==> config.mk <==
export PLATFORM = sky130hd
export DESIGN_NAME = hdlc_rx_status
export DESIGN_NICKNAME = d
export VERILOG_FILES = /design/src/rtl/hdlc_rx_pkg.sv /design/src/rtl/hdlc_rx_deframer.sv /design/src/rtl/hdlc_rx_fifo.sv /design/src/rtl/hdlc_rx_status.sv
export SDC_FILE = /design/constraint.sdc
export NUM_CORES = 1
export LEC_CHECK = 0
export ABC_CLOCK_PERIOD_IN_PS = 3300
export BUFFER_PORTS_ARGS = -buffer_cell sky130_fd_sc_hd__buf_2
export CAP_MARGIN = 20
export CORE_UTILIZATION = 55
export DETAILED_ROUTE_END_ITERATION = 10
export PLACE_DENSITY_LB_ADDON = 0.2
export SLEW_MARGIN = 40
export SYNTH_ARGS = -nofsm -noshare
export SYNTH_HDL_FRONTEND = slang
export SYNTH_SLANG_ARGS = --single-unit
==> constraint.sdc <==
create_clock -name clk -period 3.3 [get_ports clk]
set_input_delay 0.66 -clock clk [delete_from_list [all_inputs] [get_ports clk]]
set_output_delay 0.66 -clock clk [all_outputs]
set_load 0.02 [all_outputs]
==> src/rtl/hdlc_rx_pkg.sv <==
package hdlc_rx_pkg;
  typedef enum logic [1:0] {
    TAG_DATA  = 2'd0,
    TAG_GOOD  = 2'd1,
    TAG_BAD   = 2'd2,
    TAG_ABORT = 2'd3
  } tag_e;

  localparam logic [15:0] CRC_PRESET  = 16'hFFFF;
  localparam logic [15:0] CRC_RESIDUE = 16'hF0B8;
  localparam logic [15:0] CRC_POLY    = 16'h8408;

  localparam int ST_OVF   = 0;
  localparam int ST_THR   = 1;
  localparam int ST_ABORT = 2;
  localparam int ST_HEAD  = 3;
  localparam int ST_EOPW  = 4;
  localparam int ST_GA    = 5;
  localparam int ST_W     = 6;

  function automatic logic [15:0] crc_step(logic [15:0] c, logic b);
    return (c[0] ^ b) ? ((c >> 1) ^ CRC_POLY) : (c >> 1);
  endfunction
endpackage

==> src/rtl/hdlc_rx_deframer.sv <==
module hdlc_rx_deframer
  import hdlc_rx_pkg::*;
#(
  parameter int ABORT_MIN_BITS = 26,
  localparam int NW = $clog2(ABORT_MIN_BITS + 1)
) (
  input  logic       clk,
  input  logic       rst,
  input  logic       bit_in,
  input  logic       bit_vld,
  output logic       ent_vld,
  output logic [7:0] ent_data,
  output tag_e       ent_tag,
  output logic       flag_evt,
  output logic       seven_evt,
  output logic       abort_evt
);
  logic [2:0]    ones;
  logic          in_frame;
  logic [6:0]    dly;
  logic [2:0]    dcnt;
  logic [7:0]    acc;
  logic [2:0]    bpos;
  logic [NW-1:0] nbits;
  logic [15:0]   crc;

  logic is_flag, is_seven, is_stuff, take, commit, cbit, late;
  logic [7:0]  acc_nxt;
  logic [15:0] crc_nxt;

  always_comb begin
    is_flag  = bit_vld && !bit_in && (ones == 3'd6);
    is_seven = bit_vld && bit_in && (ones == 3'd6);
    is_stuff = bit_vld && !bit_in && (ones == 3'd5) && in_frame;
    take     = bit_vld && in_frame && !is_flag && !is_seven && !is_stuff;
    commit   = take && (dcnt == 3'd7);
    cbit     = dly[6];
    acc_nxt  = {cbit, acc[7:1]};
    crc_nxt  = crc_step(crc, cbit);
    late     = (nbits >= NW'(ABORT_MIN_BITS));
  end

  always_ff @(posedge clk) begin
    if (rst) begin
      ones      <= '0;
      in_frame  <= 1'b0;
      dly       <= '0;
      dcnt      <= '0;
      acc       <= '0;
      bpos      <= '0;
      nbits     <= '0;
      crc       <= CRC_PRESET;
      ent_vld   <= 1'b0;
      ent_data  <= '0;
      ent_tag   <= TAG_DATA;
      flag_evt  <= 1'b0;
      seven_evt <= 1'b0;
      abort_evt <= 1'b0;
    end else begin
      ent_vld   <= 1'b0;
      flag_evt  <= 1'b0;
      seven_evt <= 1'b0;
      abort_evt <= 1'b0;
      if (bit_vld)
        ones <= bit_in ? ((ones == 3'd7) ? ones : ones + 3'd1) : 3'd0;
      if (is_flag) begin
        flag_evt <= 1'b1;
        if (in_frame && nbits != '0) begin
          ent_vld  <= 1'b1;
          ent_data <= 8'h00;
          ent_tag  <= (bpos == 3'd0 && crc == CRC_RESIDUE) ? TAG_GOOD : TAG_BAD;
        end
        in_frame <= 1'b1;
        dcnt     <= '0;
        bpos     <= '0;
        nbits    <= '0;
        crc      <= CRC_PRESET;
      end else if (is_seven) begin
        seven_evt <= 1'b1;
        if (in_frame && nbits != '0) begin
          ent_vld   <= 1'b1;
          ent_data  <= 8'h00;
          ent_tag   <= late ? TAG_ABORT : TAG_BAD;
          abort_evt <= late;
        end
        in_frame <= 1'b0;
      end else if (take) begin
        dly <= {dly[5:0], bit_in};
        if (dcnt != 3'd7) dcnt <= dcnt + 3'd1;
        if (commit) begin
          acc  <= acc_nxt;
          crc  <= crc_nxt;
          bpos <= bpos + 3'd1;
          if (!late) nbits <= nbits + NW'(1);
          if (bpos == 3'd7) begin
            ent_vld  <= 1'b1;
            ent_data <= acc_nxt;
            ent_tag  <= TAG_DATA;
          end
        end
      end
    end
  end
endmodule

==> src/rtl/hdlc_rx_fifo.sv <==
module hdlc_rx_fifo #(
  parameter int DEPTH = 32,
  parameter int DW    = 8,
  parameter int TW    = 2,
  localparam int AW = $clog2(DEPTH),
  localparam int CW = $clog2(DEPTH + 1)
) (
  input  logic          clk,
  input  logic          rst,
  input  logic          wr_en,
  input  logic [DW-1:0] wr_data,
  input  logic [TW-1:0] wr_tag,
  input  logic          rd_en,
  output logic [DW-1:0] rd_data,
  output logic [TW-1:0] rd_tag,
  output logic [TW-1:0] head_tag,
  output logic [CW-1:0] count,
  output logic          full,
  output logic          empty
);
  logic [DW-1:0] dmem [DEPTH];
  logic [TW-1:0] tmem [DEPTH];
  logic [AW-1:0] wptr, rptr;
  logic          wr_ok, rd_ok;

  assign full     = (count == CW'(DEPTH));
  assign empty    = (count == '0);
  assign wr_ok    = wr_en && !full;
  assign rd_ok    = rd_en && !empty;
  assign head_tag = tmem[rptr];

  always_ff @(posedge clk) begin
    if (wr_ok) begin
      dmem[wptr] <= wr_data;
      tmem[wptr] <= wr_tag;
    end
  end

  always_ff @(posedge clk) begin
    if (rst) begin
      wptr    <= '0;
      rptr    <= '0;
      count   <= '0;
      rd_data <= '0;
      rd_tag  <= '0;
    end else begin
      if (wr_ok) wptr <= wptr + AW'(1);
      if (rd_ok) begin
        rd_data <= dmem[rptr];
        rd_tag  <= tmem[rptr];
        rptr    <= rptr + AW'(1);
      end
      count <= count + CW'(wr_ok) - CW'(rd_ok);
    end
  end
endmodule

==> src/rtl/hdlc_rx_status.sv <==
module hdlc_rx_status
  import hdlc_rx_pkg::*;
#(
  parameter int DEPTH          = 32,
  parameter int THRESH         = 16,
  parameter int ABORT_MIN_BITS = 26,
  localparam int CW = $clog2(DEPTH + 1)
) (
  input  logic          clk,
  input  logic          rst,
  input  logic          bit_in,
  input  logic          bit_vld,
  input  logic          rd_en,
  output logic [7:0]    rd_data,
  output logic [1:0]    rd_tag,
  output logic [CW-1:0] level,
  input  logic          st_rd,
  output logic [ST_W-1:0] status
);
  logic       ent_vld, flag_evt, seven_evt, abort_evt;
  logic [7:0] ent_data;
  tag_e       ent_tag;
  logic [1:0] head_tag;
  logic       fifo_full, fifo_empty;
  logic       rx_off, wr_req, wr_ok, rd_ok;
  logic       head_end, head_end_q, rd_ok_q;
  logic [CW-1:0]   cnt_nxt;
  logic [ST_W-1:0] set_ev;

  hdlc_rx_deframer #(.ABORT_MIN_BITS(ABORT_MIN_BITS)) u_deframer (
    .clk(clk), .rst(rst), .bit_in(bit_in), .bit_vld(bit_vld),
    .ent_vld(ent_vld), .ent_data(ent_data), .ent_tag(ent_tag),
    .flag_evt(flag_evt), .seven_evt(seven_evt), .abort_evt(abort_evt)
  );

  hdlc_rx_fifo #(.DEPTH(DEPTH), .DW(8), .TW(2)) u_fifo (
    .clk(clk), .rst(rst), .wr_en(wr_req), .wr_data(ent_data),
    .wr_tag(ent_tag), .rd_en(rd_en), .rd_data(rd_data), .rd_tag(rd_tag),
    .head_tag(head_tag), .count(level), .full(fifo_full), .empty(fifo_empty)
  );

  always_comb begin
    wr_req   = ent_vld && !rx_off;
    wr_ok    = wr_req && !fifo_full;
    rd_ok    = rd_en && !fifo_empty;
    cnt_nxt  = level + CW'(wr_ok) - CW'(rd_ok);
    head_end = !fifo_empty && (head_tag != TAG_DATA);
    set_ev           = '0;
    set_ev[ST_OVF]   = wr_req && fifo_full;
    set_ev[ST_THR]   = (level <= CW'(THRESH)) && (cnt_nxt > CW'(THRESH));
    set_ev[ST_ABORT] = abort_evt;
    set_ev[ST_HEAD]  = (head_end && (!head_end_q || rd_ok_q)) || (rd_en && fifo_empty);
    set_ev[ST_EOPW]  = wr_ok && (ent_tag != TAG_DATA);
    set_ev[ST_GA]    = seven_evt;
  end

  always_ff @(posedge clk) begin
    if (rst) begin
      rx_off     <= 1'b0;
      head_end_q <= 1'b0;
      rd_ok_q    <= 1'b0;
      status     <= '0;
    end else begin
      if (set_ev[ST_OVF])  rx_off <= 1'b1;
      else if (flag_evt)   rx_off <= 1'b0;
      head_end_q <= head_end;
      rd_ok_q    <= rd_ok;
      status     <= (st_rd ? '0 : status) | set_ev;
    end
  end
endmodule

==> impl_results.md, run 1 <==
* Yosys warns at 0
* Final setup TNS at 0 ns
* Final Hold Fails at 0
* Cts bufs inserted at 42
* Netlist Area Pre-Place at about 0.016 mm²
* Synth Area in Compound Gates at 0.03006
* Total Power at between 10 and 15 mW
* Reg power frac at 0.473
* DR pass1 iterations at 5
* Nets at about 1100
* Final Max Slew Viols at 0
* Diodes inserted at 0
* Syn_area_per_cell at around 17 µm²
* Htree depth at 2
* Largest net degree at the start of global routing at 35
* CTS Buffer Depth at 3
* Post-synthesis simple-gate area fraction at 0.06547
* Post-synth top flop: edfxtp_1
* Relative slew slack at 0.5864
* WP buf/inv at 2
* Yosys cell types at 56
* RSZ-0062 raised after global routing: no
* Initial Util at 0.5639
* Average wire per standard cell at ~22 µm
* Share of cells above drive strength 1 at 0.2451
* Seq/Total Area, Yosys at 0.7085
* TritonCTS clock tree: built
* WP data arrival at 3.42 ns
* Most common library cells after synthesis: edfxtp_1 (320), dfxtp_1 (99), nor2_1 (99), mux4_2 (96), nand2_1 (66)
* Vias/cell at 5.799
* Required time of the worst setup path at ~3.7 ns
* Layout Area Growth over Synthesis at 13.62%
* Tmin final at approximately 3 ns
* DRT iter0 DRCs at between 700 and 800
* Routed vias at between 8000 and 9000
* Post-Synth Adder-Cell Area at 0.02187
* Crit-path most repeated cell: ha_1
* Clock-pin slew on the worst setup and hold paths at around 0.060 ns
* Crit path max fanout at 4
* Die width at roughly 170 µm
* Syn_nets at around 1000
* Layout fillers at approximately 2100
* Overflow after GRT at 0
* Finished Layout Cells at about 1500
* Pint at 9.358 mW
* CP top delay family: simple AND/OR/NAND/NOR gates
* Total core area at ~0.029 mm²
* Crit Path Category: reg2reg
* Clock Tree Root: clkbuf_16
* Final setup viols at 0
* PostCTS Resize Cnt at 0
* Status: finished, final reports clean
* Clk_lat worst skew at around 0.53 ns
* Clk sinks at approximately 420
* Dpl cells at about 1400
* Synth top area cells: edfxtp_1 (59%), mux4_2 (13%), dfxtp_1 (12%)
* FF/Latch Area at about 0.012 mm²
* Residual DRC at 0
* Post-synth EDFFs at 320
* Worst-margin pin slew at 0.6203 ns
* Hold Crit Start: u_deframer.dly[0]
* Mux contribution to synthesized area at 0.1444
* Largest family of logic cells by synthesized area: multiplexers
* Final worst path period share at 0.9136
* Clock skew at between 0.015 and 0.02 ns
* Die Y at about 170 µm
* Crit end category: flip-flop
* Area taken by multi-input logic gates at around 0.0044 mm²
* XOR/XNOR share of the synthesized area at 0.009101
* Die ar. at 0.03044 mm²
* Antenna Nets Post-Route at 0
* Clock power share at 0.381
* Mapped Cells at 962
* CTS Hold Bufs at 0
* Ys async rst share at 0
* Switching share of power at 0.2393
* Max Freq at 0.3317 GHz
* Worst-path cell chain: inv_1 > ha_1 > nor3b_1 > and2_1 > nor2b_2 > ha_1 > inv_1 > ha_1 > a21o_1 > a21oi_1 > or4b_2 > o2111ai_1 > a21boi_0 > o31ai_1
* Most frequent cell after synthesis: edfxtp_1
* Worst setup SP type: flip-flop
* Vias in the first global route at around 8600
* Overall routed net length at 31570 µm
* Routability cong. at between 0.8 and 0.9
* # IOs at 28
* Post-DP HPWL at around 20000 µm
* Area share of the largest cell type after synthesis at 0.5874
* Gate power share at 0.145
* Global-route usage over all layers at 0.2175
* Number of port buffers at 27
* Post-CTS setup buffer count at 0
* Pwr/cell area at ~660 mW/mm²
* First-pass GRT wire length at ~50000 µm
* Reg-to-Reg Start: u_fifo.count[2]
* Seq cells post-synth at 419
* Site Rows at between 60 and 70
* Hold crit path type: reg2reg
* CP peak stage delay at approximately 0.62 ns
* Synth area leader: edfxtp_1
* Beginning of the critical path: u_fifo.count[2]
* Peak supply drop at 0.4357 mV
* Max Cap Violations at 0
* Initial antenna violation count at 0
* Critical Path Slowest Stage Cell: or4b_2
* Switching pwr at a little under 3 mW
* Leak at 6.037 nW
[state kept, by name (all words and copies together) (netlist names), 2 cells and up, named ones only]
signal and count:
u_fifo.dmem 256, u_fifo.tmem 64, u_deframer.crc 16, u_deframer.ent_data 8
u_fifo.rd_data 8, u_deframer.acc 7, u_deframer.dly 7, status 6
u_fifo.count 6, u_deframer.nbits 5, u_fifo.rptr 5, u_fifo.wptr 5
u_deframer.bpos 3, u_deframer.dcnt 3, u_deframer.ones 3, u_deframer.ent_tag 2
u_fifo.rd_tag 2
[cell type report]
cell class	count	area share
sequential	419	0.6246
multi-input combinational	470	0.2386
clock buffer	58	0.06415
timing repair buffer	82	0.03150
tap	384	0.02585
clock inverter	19	0.01030
inverter	25	0.005048
[per-layer routing]
layer,GRT usage,vias to the layer above,share of wire
met4,0.06469,0,0.022
li1,-,3877,-
met1,0.3058,4306,0.44
met5,0,-,0
met2,0.3549,216,0.49
met3,0.03237,50,0.048
[power by group through the flow]
stage / Clock (mW) / Combinational, mW / Sequential (mW)
detailed placement: 0 / 1.81 / 5.93
CTS: 4.78 / 1.81 / 5.82
floorplan: 0 / 1.35 / 5.95
finish: 4.69 / 1.79 / 5.82
global placement: 0 / 1.80 / 5.93
global route: 4.99 / 1.97 / 5.83
[worst register-to-register path: cells and delay by family (launching register included)]
kind / cells / cell delay (ns)
buffers and inverters: 2 / 0.12
flip-flops: 1 / 0.33
AO/OA/AOI/OAI: 5 / 0.65
adder cells (fa/ha/maj): 3 / 0.57
AND/OR/NAND/NOR: 4 / 1.23
[per-stage QoR]
stage | area (µm²) | hold WS, ns | util | worst slack, ns
6_report | 18590 | 0.4566 | 0.6407 | 0.2852
5_1_grt | 18590 | 0.4715 | 0.6407 | 0.07910
4_1_cts | 18590 | 0.4509 | 0.6407 | 0.2815
3_5_place_dp | 17200 | 0.4376 | 0.5930 | 0.3085
3_3_place_gp | 17190 | 0.4262 | 0.5926 | 0.3914
2_1_floorplan | 16360 | 0.4130 | - | 0.01328
[cell families (layout without fill, tap and decap cells)]
family          after synthesis  count (layout)
buf+inv                      73             184
simple gates                235             235
fa+ha+maj                    28              28
xor+xnor                     17              17
mux                         116             116
compound gates               74              74
flops                       419             419
[cell usage in the layout, fill, tap and decap left out, types with 7 or more instances in the layout]
cell type | synthesis | layout
edfxtp_1 | 320 | 320
nor2_1 | 99 | 99
mux4_2 | 96 | 96
dfxtp_1 | 99 | 86
nand2_1 | 66 | 66
buf_4 | 1 | 52
clkbuf_16 | 0 | 43
ha_1 | 27 | 27
buf_2 | 10 | 27
inv_1 | 25 | 25
a21oi_1 | 25 | 25
nand3_1 | 21 | 21
mux2i_1 | 20 | 20
dfxtp_2 | 0 | 12
xor2_1 | 11 | 11
clkbuf_1 | 26 | 9
o22ai_1 | 8 | 8
a211oi_1 | 8 | 8
a22o_1 | 8 | 8
nand4_1 | 7 | 7
[final timing paths]
| check | end | slack [ns] | cells after the start |
|---|---|---|---|
| hold / removal | u_deframer.dly[0] | 0.46 | 2 |
| setup reg to reg | status[1] | 0.29 | 14 |
| setup / recovery | status[1] | 0.29 | 14 |
| hold reg to reg | u_deframer.dly[0] | 0.46 | 2 |
(Power assumes the default switching activity.)
==> inputs of run 2 (changes only) <==
--- a/config.mk
+++ b/config.mk
@@ -5,7 +5,7 @@
 export SDC_FILE = /design/constraint.sdc
 export NUM_CORES = 1
 export LEC_CHECK = 0
-export ABC_CLOCK_PERIOD_IN_PS = 3300
+export ABC_CLOCK_PERIOD_IN_PS = 3600
 export BUFFER_PORTS_ARGS = -buffer_cell sky130_fd_sc_hd__buf_2
 export CAP_MARGIN = 20
 export CORE_UTILIZATION = 55
==> constraint.sdc (replaced) <==
create_clock -name clk -period 3.6 [get_ports clk]
set_input_delay 0.72 -clock clk [delete_from_list [all_inputs] [get_ports clk]]
set_output_delay 0.72 -clock clk [all_outputs]
set_load 0.02 [all_outputs]
==> run 2 against run 1 <==
Global-route usage rose by 0.83 points. Cell area fell by 0.28%. Worst hold slack lost 0.0098 ns. Clock skew shrank 0.0037 ns. Power fell by 6.1%. Sequential share of layout area grew 0.15 points. Core utilization down 0.18 points. Via count rose by 0.89%. Critical path depth is the same. Die area stayed put. First-iteration DRC count down 7.6%. Worst setup slack improved by 0.15 ns. Critical path type unchanged. Critical endpoint unchanged.
==> impl_results.md, run 2 (synthesized netlist as in run 1, its figures left out) <==
* Status: finished, final reports clean
* Initial Util at 0.5639 (unchanged)
* Finished Layout Cells at 1461 (+0.27%)
* Hold crit path type: reg2reg
* Reg-to-Reg Start: u_fifo.count[2]
* Die width at 174.5 µm (unchanged)
* Crit end category: flip-flop
* Site Rows at 62 (unchanged)
* Vias in the first global route at 8480 (-1.5%)
* WP data arrival at 3.55 ns (+0.13 ns)
* Worst setup SP type: flip-flop
* Initial antenna violation count at 0 (unchanged)
* RSZ-0062 raised after global routing: no
* DRT iter0 DRCs at 682 (-7.6%)
* Max Cap Violations at 0 (unchanged)
* Crit Path Category: reg2reg
* Overflow after GRT at 0 (unchanged)
* Routability cong. at 0.7979 (-1.1%)
* # IOs at 28 (unchanged)
* CP top delay family: simple AND/OR/NAND/NOR gates
* First-pass GRT wire length at 50720 µm (+1.6%)
* Post-CTS setup buffer count at 0 (unchanged)
* Average wire per standard cell at 22.86 µm (+5.5%)
* Worst-margin pin slew at 0.7345 ns (+0.1142 ns)
* Nets at 1076 (+0.19%)
* CTS Hold Bufs at 0 (unchanged)
* Top Registers: u_fifo.dmem: 256 flops, u_fifo.tmem: 64 flops, u_deframer.crc: 16 flops
* Max Freq at 0.3162 GHz (-4.7%)
* Clock Tree Root: clkbuf_16
* Hold depth at 2 (unchanged)
* Final worst path period share at 0.8785 (-0.03510)
* Crit-path most repeated cell: ha_1
* Required time of the worst setup path at 3.99 ns (+0.28 ns)
* Leak at 6.539 nW (+8.3%)
* TritonCTS clock tree: built
* FF-to-FF setup slack at 0.44 ns (+0.15 ns)
* Final setup TNS at 0 ns (unchanged)
* Relative slew slack at 0.5103 (-0.07612)
* Cell depth of the worst flop-to-flop path at 14 (unchanged)
* Clock skew at 0.01606 ns (-0.003715 ns)
* Worst hold slack at 0.4467 ns (-0.009804 ns)
* Total core area at 0.02901 mm² (unchanged)
* Biggest register: u_fifo.dmem
* Hold Crit Start: u_deframer.abort_evt
* Crit path max fanout at 4 (unchanged)
* Routed vias at 8524 (+0.89%)
* Die Y at 174.5 µm (unchanged)
* DR pass1 iterations at 5 (unchanged)
* Final Hold Fails at 0 (unchanged)
* PostCTS Resize Cnt at 0 (unchanged)
* Final Max Slew Viols at 0 (unchanged)
* WP buf/inv at 2 (unchanged)
* Final setup viols at 0 (unchanged)
* Worst Slack Setup Final at 0.4375 ns (+0.1523 ns)
* CTS Buffer Depth at 3 (unchanged)
* Peak supply drop at 0.4245 mV (-2.6%)
* Tmin final at 3.163 ns (+0.1477 ns)
* Pwr/cell area at 623.4 mW/mm² (-5.8%)
* Worst-path cell chain: inv_1 > ha_1 > nor3b_1 > and2_1 > nor2b_2 > ha_1 > inv_1 > ha_1 > a21o_1 > a21oi_1 > or4b_2 > o2111ai_1 > a21boi_0 > o31ai_1
* Clock-pin slew on the worst setup and hold paths at 0.06 ns (about the same)
* RR Endpoint: status[1]
* Critical Path Slowest Stage Cell: or4b_2
* Clk_lat worst skew at 0.52 ns (about the same)
* Number of port buffers at 27 (unchanged)
* Hold endpoint: status[2]
* Global-route usage over all layers at 0.2258 (+0.008283)
* Residual DRC at 0 (unchanged)
* Htree depth at 2 (unchanged)
* Post-DP HPWL at 21180 µm (+6.3%)
* Dpl cells at 1382 (+0.14%)
* Overall routed net length at 33400 µm (+5.8%)
* Commonest non-fill, non-tap cells in the layout: edfxtp_1 (320), nor2_1 (98), mux4_2 (96), dfxtp_1 (90), nand2_1 (66)
* Pre-CTS setup slack at 0.4416 ns (+0.1331 ns)
* Share of cells above drive strength 1 at 0.2426 (-0.002542)
* Largest net degree at the start of global routing at 42 (+20%)
* Die ar. at 0.03044 mm² (unchanged)
* Vias/cell at 5.834 (+0.61%)
* Cts bufs inserted at 42 (unchanged)
* Layout Area Growth over Synthesis at 13.31%
* Clk sinks at 419 (unchanged)
* Max reg flops at 256 (unchanged)
* Antenna Nets Post-Route at 0 (unchanged)
* Most common cell after layout, fill and taps aside: edfxtp_1
* CP peak stage delay at 0.62 ns (about the same)
-- run 2: cell count changes in the layout (fill, tap and decap cells not counted), sizes merged --
| cell | previous run | this run |
|---|---|---|
| diode | 0 | 1 |
| buf | 82 | 84 |
| clkinvlp | 1 | 3 |
| clkinv | 15 | 14 |
| clkbuf | 58 | 61 |
| bufinv | 3 | 0 |
-- run 2: layout make-up --
cell class	count	area, µm²
Sequential cell	419	11600
Fill cell	2060	10480
Multi-Input combinational cell	470	4437
Clock buffer	61	1216
Timing Repair Buffer	84	613.1
Tap cell	384	480.5
Inverter	25	93.84
Clock inverter	17	88.84
Antenna cell	1	2.502
-- run 2: worst min-delay path, cell delays in order (launching register included) --
cell,delay (ns)
dfxtp_1,0.30
a21oi_1,0.03
nor2_1,0.07
-- run 2: how the worst max path moves through the flow --
stage,to,slack [ns],cells after the start,start
6_report,status[1],0.44,14,u_fifo.count[2]
2_1_floorplan,status[1],0.05,16,u_fifo.count[2]
3_3_place_gp,status[1],0.62,14,u_fifo.count[2]
4_1_cts,status[1],0.42,14,u_fifo.count[2]
5_1_grt,status[1],0.14,16,u_fifo.count[2]
3_5_place_dp,status[1],0.44,14,u_fifo.count[2]
-- run 2: layer usage --
layer,wire [µm],part of all wire,global-route usage,vias up
li1,-,-,-,3883
met1,14460,0.43,0.3259,4367
met2,16480,0.49,0.3602,223
met3,1765,0.053,0.03150,51
met4,690,0.021,0.06871,0
met5,0,0,0,-
-- run 2: per-stage QoR --
step / power [mW] / util / cell area, µm²
after floorplan: 7.007 / - / 16360
after global placement: 7.605 / 0.5935 / 17220
after detailed placement: 7.639 / 0.5938 / 17230
after CTS: 11.69 / 0.6388 / 18530
after global routing: 12.00 / 0.6388 / 18530
final: 11.55 / 0.6389 / 18540
-- run 2: report_power, final --
group	total, mW	leakage [nW]	internal (mW)	switching, mW
Clock	4.07	0.637	2.35	1.72
Sequential	5.39	3.89	5.23	0.169
Combinational	2.09	2.01	1.10	0.988
==> inputs of run 3 (changes only) <==
--- a/config.mk
+++ b/config.mk
@@ -10,7 +10,7 @@
 export CAP_MARGIN = 20
 export CORE_UTILIZATION = 55
 export DETAILED_ROUTE_END_ITERATION = 10
-export PLACE_DENSITY_LB_ADDON = 0.2
+export PLACE_DENSITY = 0.72
 export SLEW_MARGIN = 40
 export SYNTH_ARGS = -nofsm -noshare
 export SYNTH_HDL_FRONTEND = slang
==> run 3 against run 2 <==
Worst hold slack is essentially flat. Non-clock buffer count is 1 lower. Critical endpoint unchanged. Critical path type unchanged. Power is 1.8% higher.
==> impl_results.md, run 3 (synthesized netlist as in run 1, its figures left out) <==
* Status: finished, final reports clean
* FF-to-FF setup slack at 0.57 ns (+0.14 ns)
* Clock Tree Root: clkbuf_16
* Dpl cells at 1381 (-0.072%)
* Peak supply drop at 0.4653 mV (+9.6%)
* Vias in the first global route at 8736 (+3.0%)
* Crit Path Category: reg2reg
* Clock power share at 0.363 (+0.011)
* Number of port buffers at 27 (unchanged)
* Routed vias at 8570 (+0.54%)
* WP data arrival at 3.41 ns (-0.14 ns)
* Biggest register: u_fifo.dmem
* Max Cap Violations at 0 (unchanged)
* Clk sinks at 419 (unchanged)
* Initial antenna violation count at 0 (unchanged)
* Diodes inserted at 0 (-1)
* Pre-CTS setup slack at 0.5692 ns (+0.1276 ns)
* Die Y at 174.5 µm (unchanged)
* Routability cong. at 0.8064 (+1.1%)
* Clock-pin slew on the worst setup and hold paths at 0.06 ns (about the same)
* Largest net degree at the start of global routing at 61 (+45%)
* Switching pwr at 2.890 mW (+0.45%)
* Commonest non-fill, non-tap cells in the layout: edfxtp_1 (320), nor2_1 (98), mux4_2 (96), dfxtp_1 (93), nand2_1 (66)
* Finished Layout Cells at 1459 (-0.14%)
* Layout Area Growth over Synthesis at 13.52%
* Die ar. at 0.03044 mm² (unchanged)
* Cts bufs inserted at 42 (unchanged)
* Overflow after GRT at 0 (unchanged)
* Clock skew at 0.01319 ns (-0.002873 ns)
* PostCTS Resize Cnt at 0 (unchanged)
* Overall routed net length at 33130 µm (-0.81%)
* Final setup TNS at 0 ns (unchanged)
* Reg-to-Reg Start: u_fifo.count[2]
* Global-route usage over all layers at 0.2282 (+0.002391)
* Required time of the worst setup path at 3.99 ns (about the same)
* Hold Crit Start: status[4]
* Pint at 8.873 mW (+2.2%)
* Residual DRC at 0 (unchanged)
* Max reg flops at 256 (unchanged)
* Worst-margin pin slew at 0.7155 ns (-0.01899 ns)
* Pwr/cell area at 633.4 mW/mm² (+1.6%)
* Leak at 6.562 nW (+0.35%)
* Critical Path Slowest Stage Cell: or4b_2
* Vias/cell at 5.874 (+0.68%)
* Htree depth at 2 (unchanged)
* Worst hold slack at 0.4466 ns (-0.0001710 ns)
* Hold depth at 2 (unchanged)
* TritonCTS clock tree: built
* CP Depth at 14 (unchanged)
* Nets at 1075 (-0.093%)
* Crit-path most repeated cell: ha_1
* Die width at 174.5 µm (unchanged)
* Crit end category: flip-flop
* Worst setup SP type: flip-flop
* CP peak stage delay at 0.62 ns (about the same)
* Reg power frac at 0.455 (-0.012)
* Share of cells above drive strength 1 at 0.2353 (-0.007216)
* Total core area at 0.02901 mm² (unchanged)
* Worst-path cell chain: inv_1 > ha_1 > nor3b_1 > and2_1 > nor2b_2 > ha_1 > inv_1 > ha_1 > a21o_1 > a21oi_1 > or4b_2 > o2111ai_1 > a21boi_0 > o31ai_1
* Hold crit path type: reg2reg
* Initial Util at 0.5639 (unchanged)
* Clk_lat worst skew at 0.53 ns (about the same)
* Site Rows at 62 (unchanged)
* Final setup viols at 0 (unchanged)
* Hold endpoint: status[4]
* Antenna Nets Post-Route at 0 (unchanged)
* Layout fillers at 2047 (-0.63%)
* CTS Hold Bufs at 0 (unchanged)
* CTS Buffer Depth at 3 (unchanged)
* Final Max Slew Viols at 0 (unchanged)
* Worst Slack Setup Final at 0.5747 ns (+0.1372 ns)
* Post-CTS setup buffer count at 0 (unchanged)
* WP buf/inv at 2 (unchanged)
* # IOs at 28 (unchanged)
* Cell depth of the worst flop-to-flop path at 14 (unchanged)
* Relative slew slack at 0.5225 (+0.01214)
* Final Hold Fails at 0 (unchanged)
* Crit path max fanout at 4 (unchanged)
* DR pass1 iterations at 5 (unchanged)
* Gate power share at 0.183 (+0.002)
* RR Endpoint: status[1]
* RSZ-0062 raised after global routing: no
* Final worst path period share at 0.8404 (-0.03812)
* Max Freq at 0.3305 GHz (+4.5%)
* Post-DP HPWL at 21190 µm (about the same)
* Average wire per standard cell at 22.71 µm (-0.67%)
* Switching share of power at 0.2457 (-0.003292)
* DRT iter0 DRCs at 765 (+12%)
* Top Registers: u_fifo.dmem: 256 flops, u_fifo.tmem: 64 flops, u_deframer.crc: 16 flops
* First-pass GRT wire length at 51320 µm (+1.2%)
* CP top delay family: simple AND/OR/NAND/NOR gates
* Most common cell after layout, fill and taps aside: edfxtp_1
* Tmin final at 3.025 ns (-0.1372 ns)
==> run 3: cell types whose count changed in the layout (fill, tap and decap cells not counted) <==
| cell | change |
|---|---|
| buf_12 | -1 |
| bufinv_16 | +3 |
| clkinv_1 | +4 |
| clkinv_2 | -3 |
| clkinv_4 | -1 |
| clkinvlp_2 | -1 |
| clkinvlp_4 | -2 |
| dfxtp_1 | +3 |
| dfxtp_2 | -3 |
| diode_2 | -1 |
==> run 3: final cells by class <==
type | instances | area [µm²] | share of cell area
flip-flops and latches | 419 | 11600 | 0.6247
multi-input cells | 470 | 4437 | 0.2389
well taps | 384 | 480.5 | 0.02587
inverters | 25 | 93.84 | 0.005053
repair buffers | 83 | 593.1 | 0.03193
clock inverters | 17 | 150.1 | 0.008085
clock buffers | 61 | 1216 | 0.06549
==> run 3: worst max path at each step <==
stage                          startpoint   endpoint  slack [ns]
after detailed placement  u_fifo.count[2]  status[1]        0.57
after global placement    u_fifo.count[2]  status[1]        0.65
after CTS                 u_fifo.count[2]  status[1]        0.57
after floorplan           u_fifo.count[2]  status[1]        0.05
after global routing      u_fifo.count[2]  status[1]        0.33
final                     u_fifo.count[2]  status[1]        0.57
==> run 3: per-layer routing <==
layer	track usage	wire (µm)	vias up
met5	0	0	-
met4	0.07602	848	0
met3	0.03171	1667	57
met2	0.3906	17010	246
met1	0.3022	13610	4379
li1	-	-	3888
==> run 3: worst min-delay path, cell delays in order (launching register included) <==
cell	delay (ns)
dfxtp_1	0.30
nand2_1	0.05
a21oi_1	0.05
==> run 3: per-stage QoR <==
stage	utilization	power (mW)	cell area [µm²]
after floorplan	-	7.007	16360
after global routing	0.6401	12.20	18570
after detailed placement	0.5930	7.643	17200
after CTS	0.6401	11.89	18570
final	0.6401	11.76	18570
after global placement	0.5928	7.621	17200
==> run 3: power by group through the flow <==
stage               Sequential [mW]  Combinational, mW  Clock, mW
global route                   5.36               2.30       4.54
floorplan                      5.46               1.55          0
detailed placement             5.45               2.19          0
finish                         5.35               2.15       4.27
global placement               5.45               2.17          0
CTS                            5.35               2.20       4.34
